==> src/rtl/serializer_pkg.sv <==
package serializer_pkg;
    typedef enum logic [1:0] {
        ST_SHIFT = 2'd0,
        ST_HOLD  = 2'd1,
        ST_LATCH = 2'd2
    } fs_state_e;
endpackage

==> src/rtl/ser_bit_timer.sv <==
module ser_bit_timer #(
    parameter int HALF_PERIOD = 2
) (
    input  logic clk,
    input  logic rst,
    input  logic run,
    output logic sclk,
    output logic bit_done
);
    localparam int PER = 2 * HALF_PERIOD;
    localparam int PW  = (PER > 1) ? $clog2(PER) : 1;

    typedef struct packed {
        logic [PW-1:0] phase;
        logic          sclk;
    } tmr_t;

    tmr_t q, d;

    always_comb begin
        d        = q;
        bit_done = 1'b0;
        if (!run) begin
            d = '0;
        end else if (q.phase == PW'(PER - 1)) begin
            d.phase  = '0;
            d.sclk   = 1'b0;
            bit_done = 1'b1;
        end else begin
            d.phase = q.phase + PW'(1);
            d.sclk  = (q.phase >= PW'(HALF_PERIOD - 1));
        end
    end

    always_ff @(posedge clk) begin
        if (rst) q <= '0;
        else     q <= d;
    end

    assign sclk = q.sclk;
endmodule

==> src/rtl/frame_bit_counter.sv <==
module frame_bit_counter #(
    parameter int FRAME_BITS = 31
) (
    input  logic clk,
    input  logic rst,
    input  logic inc,
    output logic wrap
);
    localparam int CW = $clog2(FRAME_BITS);

    logic [CW-1:0] cnt_q, cnt_d;

    always_comb begin
        cnt_d = cnt_q;
        wrap  = 1'b0;
        if (inc) begin
            if (cnt_q == CW'(FRAME_BITS - 1)) begin
                cnt_d = '0;
                wrap  = 1'b1;
            end else begin
                cnt_d = cnt_q + CW'(1);
            end
        end
    end

    always_ff @(posedge clk) begin
        if (rst) cnt_q <= '0;
        else     cnt_q <= cnt_d;
    end
endmodule

==> src/rtl/latch_pulse_gen.sv <==
module latch_pulse_gen #(
    parameter int LATCH_CYCLES = 3
) (
    input  logic clk,
    input  logic rst,
    input  logic start,
    output logic active,
    output logic done
);
    localparam int LW = (LATCH_CYCLES > 1) ? $clog2(LATCH_CYCLES) : 1;

    typedef struct packed {
        logic          active;
        logic [LW-1:0] cnt;
    } lp_t;

    lp_t q, d;

    always_comb begin
        d    = q;
        done = q.active && (q.cnt == LW'(LATCH_CYCLES - 1));
        if (start) begin
            d.active = 1'b1;
            d.cnt    = '0;
        end else if (done) begin
            d = '0;
        end else if (q.active) begin
            d.cnt = q.cnt + LW'(1);
        end
    end

    always_ff @(posedge clk) begin
        if (rst) q <= '0;
        else     q <= d;
    end

    assign active = q.active;
endmodule

==> src/rtl/nonaligned_frame_serializer.sv <==
module nonaligned_frame_serializer
    import serializer_pkg::*;
#(
    parameter int FRAME_BITS   = 31,
    parameter int WORD_BITS    = 8,
    parameter int HALF_PERIOD  = 2,
    parameter int LATCH_CYCLES = 3
) (
    input  logic                 clk,
    input  logic                 rst,
    input  logic                 free_run,
    input  logic                 rate_tick,
    input  logic [WORD_BITS-1:0] in_data,
    input  logic                 in_valid,
    output logic                 in_ready,
    output logic                 ser_clk,
    output logic                 ser_data,
    output logic                 latch
);
    localparam int NW = $clog2(WORD_BITS + 1);

    typedef struct packed {
        fs_state_e            state;
        logic [WORD_BITS-1:0] shreg;
        logic [NW-1:0]        nbits;
    } ctl_t;

    ctl_t q, d;

    logic run, bit_done, frame_wrap, start_latch, latch_done;

    ser_bit_timer #(.HALF_PERIOD(HALF_PERIOD)) u_timer (
        .clk      (clk),
        .rst      (rst),
        .run      (run),
        .sclk     (ser_clk),
        .bit_done (bit_done)
    );

    frame_bit_counter #(.FRAME_BITS(FRAME_BITS)) u_count (
        .clk  (clk),
        .rst  (rst),
        .inc  (bit_done),
        .wrap (frame_wrap)
    );

    latch_pulse_gen #(.LATCH_CYCLES(LATCH_CYCLES)) u_latch (
        .clk    (clk),
        .rst    (rst),
        .start  (start_latch),
        .active (latch),
        .done   (latch_done)
    );

    assign in_ready = (q.state == ST_SHIFT) && (q.nbits == '0);
    assign run      = (q.state == ST_SHIFT) && (q.nbits != '0);
    assign ser_data = q.shreg[WORD_BITS-1];

    always_comb begin
        d           = q;
        start_latch = 1'b0;
        unique case (q.state)
            ST_SHIFT: begin
                if (in_valid && in_ready) begin
                    d.shreg = in_data;
                    d.nbits = NW'(WORD_BITS);
                end else if (bit_done) begin
                    d.shreg = {q.shreg[WORD_BITS-2:0], 1'b0};
                    d.nbits = q.nbits - NW'(1);
                    if (frame_wrap) d.state = ST_HOLD;
                end
            end
            ST_HOLD: begin
                if (free_run || rate_tick) begin
                    start_latch = 1'b1;
                    d.state     = ST_LATCH;
                end
            end
            ST_LATCH: begin
                if (latch_done) d.state = ST_SHIFT;
            end
            default: d.state = ST_SHIFT;
        endcase
    end

    always_ff @(posedge clk) begin
        if (rst) begin
            q.state <= ST_SHIFT;
            q.shreg <= '0;
            q.nbits <= '0;
        end else begin
            q <= d;
        end
    end
endmodule

==> config.mk <==
export PLATFORM = sky130hd
export DESIGN_NAME = nonaligned_frame_serializer
export DESIGN_NICKNAME = d
export VERILOG_FILES = /design/src/rtl/serializer_pkg.sv /design/src/rtl/ser_bit_timer.sv /design/src/rtl/frame_bit_counter.sv /design/src/rtl/latch_pulse_gen.sv /design/src/rtl/nonaligned_frame_serializer.sv
export SDC_FILE = /design/constraint.sdc
export NUM_CORES = 1
export LEC_CHECK = 0
export ABC_AREA = 0
export ABC_CLOCK_PERIOD_IN_PS = 1900
export BUFFER_PORTS_ARGS = -buffer_cell sky130_fd_sc_hd__buf_2
export CORE_ASPECT_RATIO = 1.5
export CORE_MARGIN = 3
export CORE_UTILIZATION = 49
export CTS_CLUSTER_SIZE = 14
export DETAILED_ROUTE_END_ITERATION = 10
export GPL_ROUTABILITY_DRIVEN = 0
export PLACE_DENSITY_LB_ADDON = 0.08
export SLEW_MARGIN = 20
export SYNTH_ARGS = -nofsm -noshare
export SYNTH_HDL_FRONTEND = slang
export SYNTH_SLANG_ARGS = --single-unit
==> constraint.sdc <==
create_clock -name clk -period 1.9 [get_ports clk]
set_input_delay 0.475 -clock clk [delete_from_list [all_inputs] [get_ports clk]]
set_output_delay 0.475 -clock clk [all_outputs]
set_load 0.1 [all_outputs]
# ---- Yosys cells after proc, flatten, opt, wreduce, memory -nomap -nowiden
# Cells that the tools add are included.
dict set report totals {
  inputBits 13
  ff_bits 25
  out_inout_bits 4
  elab_cells 56
}
dict set report classes {
  magnitude_cmp 1
  n_eq_ne 10
  n_bitwise 1
  reduce_logical 14
  muxes 18
  add_sub_neg 4
}
# op count
set ops {}
lappend ops {{14-bit 2-to-1 mux} 1}
lappend ops {{12-bit 2-to-1 mux} 1}
lappend ops {{2-bit 2-to-1 mux} 6}
lappend ops {{2-bit inequality test (second input constant)} 5}
lappend ops {{1-bit 2-to-1 mux} 7}
lappend ops {{2-bit equality test (second input constant)} 3}
lappend ops {{2-bit case mux with 3 select lines} 1}
lappend ops {{3-bit OR reduction} 2}
lappend ops {{5-bit by 1-bit adder with 5-bit output (second input constant)} 1}
lappend ops {{5-bit equality test (second input constant)} 1}
lappend ops {{5-bit 2-to-1 mux} 1}
lappend ops {{5-bit AND reduction} 1}
lappend ops {{2-bit by 1-bit adder with 2-bit output (second input constant)} 2}
lappend ops {{1-bit logical AND} 4}
lappend ops {{4-bit logical NOT} 1}
lappend ops {{2-bit nonzero test} 2}
lappend ops {{4-bit nonzero test} 1}
lappend ops {{4-bit by 1-bit subtractor with 4-bit output (second input constant)} 1}
lappend ops {{3-bit 2-to-1 mux} 1}
lappend ops {{2-bit by 1-bit equality test with 1-bit output (second input constant)} 1}
lappend ops {{2-bit by 1-bit >= comparator with 1-bit output (second input constant)} 1}
lappend ops {{2-bit logical NOT} 1}
lappend ops {{2-bit AND reduction} 1}
lappend ops {{1-bit logical OR} 1}
lappend ops {{1-bit NOT} 1}

# ---- Logic depth before layout (Yosys ltp)
# Gate-level depths: netlist of the first run.
dict set report depth {
  depth_word 8
  depth_mapped 8
  depth_no_buf 6
}

# ---- Hierarchy
# From an unflattened synthesis of the first run, not the netlist that was laid out.
dict set report hier_totals {
  hier_cells 135
  area_unflattened_um2 1241.2
}
# module area_per_inst_um2 seq_area_each_um2 n_inst cells_each
set modules_own_cells {}
lappend modules_own_cells {nonaligned_frame_serializer 695.7 280.3 1 83}
lappend modules_own_cells {frame_bit_counter 257.7 100.1 1 25}
lappend modules_own_cells {latch_pulse_gen 145.1 60.1 1 16}
lappend modules_own_cells {ser_bit_timer 142.6 60.1 1 11}

# ---- Worst setup path after synthesis of the first run
# No wires, ideal clock.
dict set report synth_path {
  path_kind {register -> output}
  from {reg q[0] (netlist name)}
  to {out in_ready}
  stages_incl_launch_ff 5
  t_required_ns 1.425
  t_arrival_ns 1.521
  slack_ns -0.096
  path_buffers 0
  cell_sequence {dfxtp_1 > inv_1 > ha_1 > nor2b_1 > and2_1}
}
dict set report synth_via {
  elab_chain_cells 2
}
# element line
set synth_lines {}
lappend synth_lines {{start: declaration} nonaligned_frame_serializer.sv:28} ;# ctl_t q, d;
lappend synth_lines {{4-bit logical NOT} nonaligned_frame_serializer.sv:55} ;# assign in_ready = (q.state == ST_SHIFT) && (q.nbits == '0);
lappend synth_lines {{1-bit logical AND} nonaligned_frame_serializer.sv:55}
lappend synth_lines {{end: declaration} nonaligned_frame_serializer.sv:15} ;# output logic in_ready,
# No other way between the ends.

# ---- Worst setup path after layout of the first run
# Ends and elaborated chain as after synthesis.

==> results.txt, run 1 <==
----------------------------------------------------
[Route]
  Final antenna-violating net count ... 0
  Via total after detailed routing ... 1003
  1st-iter DRT viols ... 20
  DRC Markers ... 0
  Total Wirelength ... 2290 µm
  Routed WL per cell ... 12.4 µm
  Detailed-router iteration count before antenna repair ... 4
  Vias/cell ... 5.45

[Logic synthesis]
  Post-synthesis instance total ... 141
  Synth Cell Area ... 0.00119 mm²
  Top cells by area in the synthesized netlist ... sky130_fd_sc_hd__dfxtp_1 (42%), sky130_fd_sc_hd__ha_1 (7.4%), sky130_fd_sc_hd__nor2_1 (6.0%)
  Post-synth cell types ... 32
  Cell with the most instances after synthesis ... sky130_fd_sc_hd__dfxtp_1
  Most area-hungry cell type in the Yosys netlist ... sky130_fd_sc_hd__dfxtp_1
  Number of synthesized flops with an enable pin ... 0
  Synthesized netlist net count ... 161
  Number of storage elements in the synthesis netlist ... 25
  Ranking of synthesized cells by instance count ... sky130_fd_sc_hd__dfxtp_1 (25), sky130_fd_sc_hd__nor2_1 (19), sky130_fd_sc_hd__nand2_1 (14)
  Mean Syn Cell Area ... 8.42 µm²
  Synthesis warning total ... 0
  Most frequently used flop master after synthesis ... sky130_fd_sc_hd__dfxtp_1
  Area share of the largest cell type after synthesis ... 42.1%
  Synth async-reset ratio ... 0%
  Proportion of synthesized chip area in sequential cells ... 42.1%

[Timing]
  Aggregate negative setup slack ... 0 ns
  Hold Slack ... 0.386 ns
  Final critical delay including setup and external delays ... 1.84 ns
  Worst clock skew ... 0.00326 ns
  Max Fclk ... 544 MHz
  Part of the cycle the worst path needs ... 96.7%
  Max-slew headroom at the worst pin ... 68.0%
  Hold Violations, Final ... 0
  Transition at the pin with the smallest max-transition slack ... 0.483 ns
  Final setup violating endpoints ... 0
  Fin. max-slew vios ... 0

[Global route]
  Initial antenna violation count ... 0
  Number of global-route vias before repair ... 940
  Pin count of the biggest net entering global routing ... 25
  Grt total ovfl ... 0
  Wire length of the first global-routing pass ... 3890 µm
  GRT Total Usage ... 16.9%

[Clock tree]
  Root cell of the clock tree ... sky130_fd_sc_hd__clkbuf_4
  Max H-tree Level ... 1
  Clock net sink count ... 25
  Clock transition at the registers of the reported paths ... 0.13 ns
  CTS tree ... yes
  Hold Buf Count CTS ... 0
  Clock latency on the worst-skew pair ... 0.31 ns
  Clock Tree Buf Depth ... 2
  Cts bufs inserted ... 3

[Floorplan]
  Starting Density ... 52.5%
  Area of the die ... 0.00306 mm²
  Placement Rows ... 21
  Placeable Area ... 0.00226 mm²
  Vertical die dimension ... 66.3 µm
  I/O pin count ... 17
  DIE WIDTH ... 46.2 µm

[Worst setup path]
  Nature of the critical path endpoint ... primary output
  Cells on worst reg2reg path ... 6
  Startpoint type of the worst setup path ... flop
  Worst endpoint required time ... 1.42 ns
  Crit Path Category ... flop to primary output
  Maximum fanout count along the critical path ... 3
  Endpoint arrival time on the critical path ... 1.36 ns

[Power]
  Peak VDD IR ... 374 µV
  Pleak ... 0.574 nW
  Share of total power consumed by net switching ... 25.9%
  Part of the total power dissipated in the clock network ... 25.6%
  Power share of the sequential group ... 61.2%
  Combinational share of power ... 13.2%
  Cell internal power dissipation ... 670 µW
  PD cells ... 653 mW/mm²
  Sw Pwr ... 234 µW

[Placement]
  Placed wire-length estimate ... 1650 µm
  Port Buffers ... 16
  Total instance count after detailed placement ... 177

[Final layout]
  Antenna cells ... 0
  Proportion of layout cells with a drive suffix above 1 ... 22.4%
  Final standard cell count with taps included and fillers excluded ... 184
  Net total in the final layout ... 182
  Relative area change from synthesis to final layout ... 16.5%

[Min path]
  Depth of the worst hold-timing path ... 3
  Worst hold path class ... primary input to flop

[Run]
  Max Cap Violations ... 0

[Outcome]
  Status ... complete, no violations

----------------------------------------------------
[worst max-delay path: stages, from the launching register on]
cell and delay (ns):
sky130_fd_sc_hd__dfxtp_2 0.35, sky130_fd_sc_hd__inv_2 0.09, sky130_fd_sc_hd__ha_4 0.15, sky130_fd_sc_hd__nor2b_4 0.15
sky130_fd_sc_hd__and2_4 0.15, sky130_fd_sc_hd__buf_12 0.16
[through the flow]
| stage | setup slack [ns] | utilization (%) | total power, mW | cell area, µm² |
|---|---|---|---|---|
| after floorplan | 0.104 | - | 0.641 | 1190 |
| after global placement | 0.151 | 57.6 | 0.676 | 1300 |
| after detailed placement | 0.0701 | 57.6 | 0.678 | 1300 |
| after CTS | 0.0000392 | 60.2 | 0.920 | 1360 |
| after global routing | -0.00482 | 61.2 | 0.959 | 1380 |
| final | 0.0631 | 61.2 | 0.904 | 1380 |
[kinds of logic (layout without fill, tap and decap cells)]
group                    Yosys count  in the layout  share of synthesized area, %
AO/OA/AOI/OAI                     26             26                          14.1
AND/OR/NAND/NOR                   62             62                          25.4
buffers and inverters             14             34                          5.27
adder cells (fa/ha/maj)            7              7                          7.38
multiplexers                       4              4                          3.48
XOR/XNOR                           3              3                          2.21
flip-flops                        25             25                          42.1
[layout by cell type, fill, tap and decap left out, drive strengths merged, types with 2 or more instances in the layout]
cell / count
inv: 8
buf: 22
and3: 4
nor2: 19
a21oi: 12
mux2i: 3
nor3: 7
o21ai: 3
ha: 7
or3b: 2
dfxtp: 25
nand3: 6
clkbuf: 4
a211oi: 6
nand4: 2
xnor2: 2
nand2: 14
nor2b: 3
[worst paths after layout]
path / from / endpoint / slack (ns)
setup / recovery: q[0] / in_ready / 0.06
hold / removal: in_data[0] / q[4] / 0.39
setup reg to reg: q[0] / q[1] / 0.11
hold reg to reg: u_timer.q[1] / u_timer.q[1] / 0.45
[timing repair]
item	in CTS	in global routing
pin swaps	0	0
buffers inserted	2	1
endpoints found under the setup margin	1	11
gates resized for setup	7	3
[flip-flops by register name (all words and copies together), names as in the netlist]
name / cells
ser_data: 1
u_timer.q: 2
u_latch.active: 1
u_latch.q: 2
u_count.cnt_q: 5
q: 13
u_timer.sclk: 1
[layout make-up]
cell class                 count  area [µm²]
clock buffer                   4        26.3
fill                         213         876
inverter                       8        30.0
multi-input combinational    102         657
sequential                    25         502
tap                           23        28.8
timing repair buffer          22         140
[metal layers]
| layer | up-vias | part of all wire [%] | GRT usage [%] |
|---|---|---|---|
| met3 | 4 | 2.4 | 3.27 |
| met1 | 459 | 44 | 20.4 |
| met5 | - | 0 | 0 |
| met4 | 0 | 1.3 | 6.41 |
| met2 | 11 | 52 | 28.4 |
| li1 | 529 | - | - |
[power by group through the flow]
stage / Combinational, mW / Sequential, mW / Clock [mW]
3_5_place_dp: 0.114 / 0.564 / 0
4_1_cts: 0.120 / 0.553 / 0.247
5_1_grt: 0.132 / 0.555 / 0.272
2_1_floorplan: 0.0675 / 0.574 / 0
3_3_place_gp: 0.112 / 0.563 / 0
6_report: 0.120 / 0.553 / 0.231
Power figures use the tool's default switching activity.
==> inputs of run 2 (changes only) <==
==> constraint.sdc (replaced) <==
create_clock -name clk -period 1.9 [get_ports clk]
set_input_delay 0 -clock clk [delete_from_list [all_inputs] [get_ports clk]]
set_output_delay 0 -clock clk [all_outputs]
set_load 0.1 [all_outputs]
==> run 2 against run 1 <==
  * Register-to-register slack about the same
  * Die area unchanged
  * Maximum frequency up 1.9%
  * Clock skew down 0.00072 ns
  * Worst hold slack worse by 0.37 ns
  * Non-clock buffer count up 6
  * Largest cell class unchanged
  * Critical path type is now flop to flop
  * Power up 0.75%
==> results.txt, run 2 (same netlist as run 1, synthesis figures left out) <==
----------------------------------------------------
[Route]
  Via total after detailed routing ... 1036
  DRC Markers ... 0
  Vias/cell ... 5.45
  Total Wirelength ... 2300 µm
  Detailed-router iteration count before antenna repair ... 4
  Final antenna-violating net count ... 0
  Routed WL per cell ... 12.1 µm
  1st-iter DRT viols ... 18

[Power]
  PD cells ... 647 mW/mm²
  Peak VDD IR ... 333 µV
  Pleak ... 0.573 nW
  Power after layout ... 910 µW

[Final layout]
  Most frequent standard cell in the layout excluding fill and tap cells ... sky130_fd_sc_hd__dfxtp_1
  Largest register by flop count ... q
  Proportion of layout cells with a drive suffix above 1 ... 18.0%
  Most used cells in the layout excluding fill and tap cells ... sky130_fd_sc_hd__dfxtp_1 (25), sky130_fd_sc_hd__nor2_1 (19), sky130_fd_sc_hd__buf_2 (16), sky130_fd_sc_hd__nand2_1 (14), sky130_fd_sc_hd__a21oi_1 (12)
  Antenna cells ... 0
  Final instance area ... 0.00141 mm²
  Net total in the final layout ... 188
  Fill cell instance count of the final layout ... 208
  Number of flip-flops under the largest register name ... 13
  Area taken by flip-flops and latches ... 500 µm²
  Relative area change from synthesis to final layout ... 18.5%
  Largest registers ... q: 13 flops, u_count.cnt_q: 5 flops
  Final core occ ... 62.3%
  Combined area of the multi-input logic cells ... 632 µm²

[Clock tree]
  Max H-tree Level ... 1
  Number of buffers inserted by post-CTS setup repair ... 0
  Clock Tree Buf Depth ... 2
  Clock transition at the registers of the reported paths ... 0.13 ns
  Clock net sink count ... 25
  Cts bufs inserted ... 3
  Root cell of the clock tree ... sky130_fd_sc_hd__clkbuf_4
  Clock latency on the worst-skew pair ... 0.32 ns
  CTS tree ... yes

[Timing]
  Max-slew headroom at the worst pin ... 67.8%
  Setup repair after global routing missed its margin ... no
  Final critical delay including setup and external delays ... 1.80 ns
  Hold Violations, Final ... 0
  Max Fclk ... 555 MHz
  Final setup violating endpoints ... 0
  Part of the cycle the worst path needs ... 94.9%
  Fin. max-slew vios ... 0
  Worst clock skew ... 0.00254 ns
  Aggregate negative setup slack ... 0 ns
  Worst Setup Slack, final ... 0.0971 ns
  Transition at the pin with the smallest max-transition slack ... 0.486 ns

[Floorplan]
  I/O pin count ... 17
  Vertical die dimension ... 66.3 µm
  Area of the die ... 0.00306 mm²
  Placeable Area ... 0.00226 mm²
  Placement Rows ... 21
  DIE WIDTH ... 46.2 µm
  Starting Density ... 52.5%

[Worst setup path]
  Cell chain of the critical path ... inv_2 > ha_2 > or3b_1 > and3_4 > or4_1 > o31ai_1
  Delay of the slowest cell on the worst path ... 0.46 ns
  Critical Path Slowest Stage Cell ... sky130_fd_sc_hd__or4_1
  Crit Path Category ... flop to flop
  Maximum fanout count along the critical path ... 6
  Buf/Inv on CP ... 1
  Endpoint arrival time on the critical path ... 2.05 ns
  Startpoint type of the worst setup path ... flop
  Nature of the critical path endpoint ... flop
  CP delay by family, top ... simple AND/OR/NAND/NOR gates
  Worst endpoint required time ... 2.14 ns

[Global route]
  Number of global-route vias before repair ... 1080
  Grt total ovfl ... 0
  Initial antenna violation count ... 0
  Wire length of the first global-routing pass ... 4170 µm
  GRT Total Usage ... 18.2%
  Pin count of the biggest net entering global routing ... 25

[Placement]
  Post-placement cell area ... 0.00129 mm²
  Placed wire-length estimate ... 1700 µm
  Port Buffers ... 16
  Worst-case setup slack after placement ... 0.0926 ns

[Min path]
  Worst hold path class ... primary input to flop

[Run]
  Max Cap Violations ... 0

[Outcome]
  Status ... complete, no violations

----------------------------------------------------
## run 2: area by class of cell
class                      count  share of cell area [%]
tap                           23                    2.04
inverter                       8                    2.13
timing repair buffer          28                    13.5
clock buffer                   4                    1.87
sequential                    25                    35.6
multi-input combinational    102                    44.9
## run 2: what timing repair did
| action | in CTS | in global routing |
|---|---|---|
| hold endpoints to repair | 8 | 0 |
| hold buffers | 8 | 0 |
| setup endpoints to repair | 0 | 10 |
| gates resized for setup | 0 | 4 |
## run 2: path summary, 6_finish.rpt
kind	cells past startpoint	start	slack, ns	endpoint
hold reg to reg	1	u_timer.q[1]	0.46	u_timer.q[1]
setup / recovery	6	q[0]	0.1	q[1]
hold / removal	3	free_run	0.02	u_latch.active
setup reg to reg	6	q[0]	0.1	q[1]
## run 2: per-layer routing
| layer | global-route usage, % | wire length [µm] |
|---|---|---|
| met5 | 0 | 0 |
| met4 | 9.96 | 74 |
| met1 | 19.6 | 1000 |
| met2 | 32.1 | 1170 |
| met3 | 2.45 | 57 |
## run 2: stage by stage
step	hold slack, ns	std cells
finish	0.0195	190
global route	0.0606	190
CTS	0.0126	190
detailed placement	0.253	178
global placement	0.244	178
floorplan	0.0760	141
## run 2: worst min-delay path: stages
cell                      delay [ns]
sky130_fd_sc_hd__buf_2          0.08
sky130_fd_sc_hd__o21ai_0        0.10
sky130_fd_sc_hd__a21oi_1        0.13
## run 2: power by group
part	internal (mW)	leakage [nW]	switching, mW
sequential	0.542	0.204	0.00996
combinational	0.0452	0.354	0.0744
clock	0.0823	0.0150	0.156
total	0.670	0.573	0.241
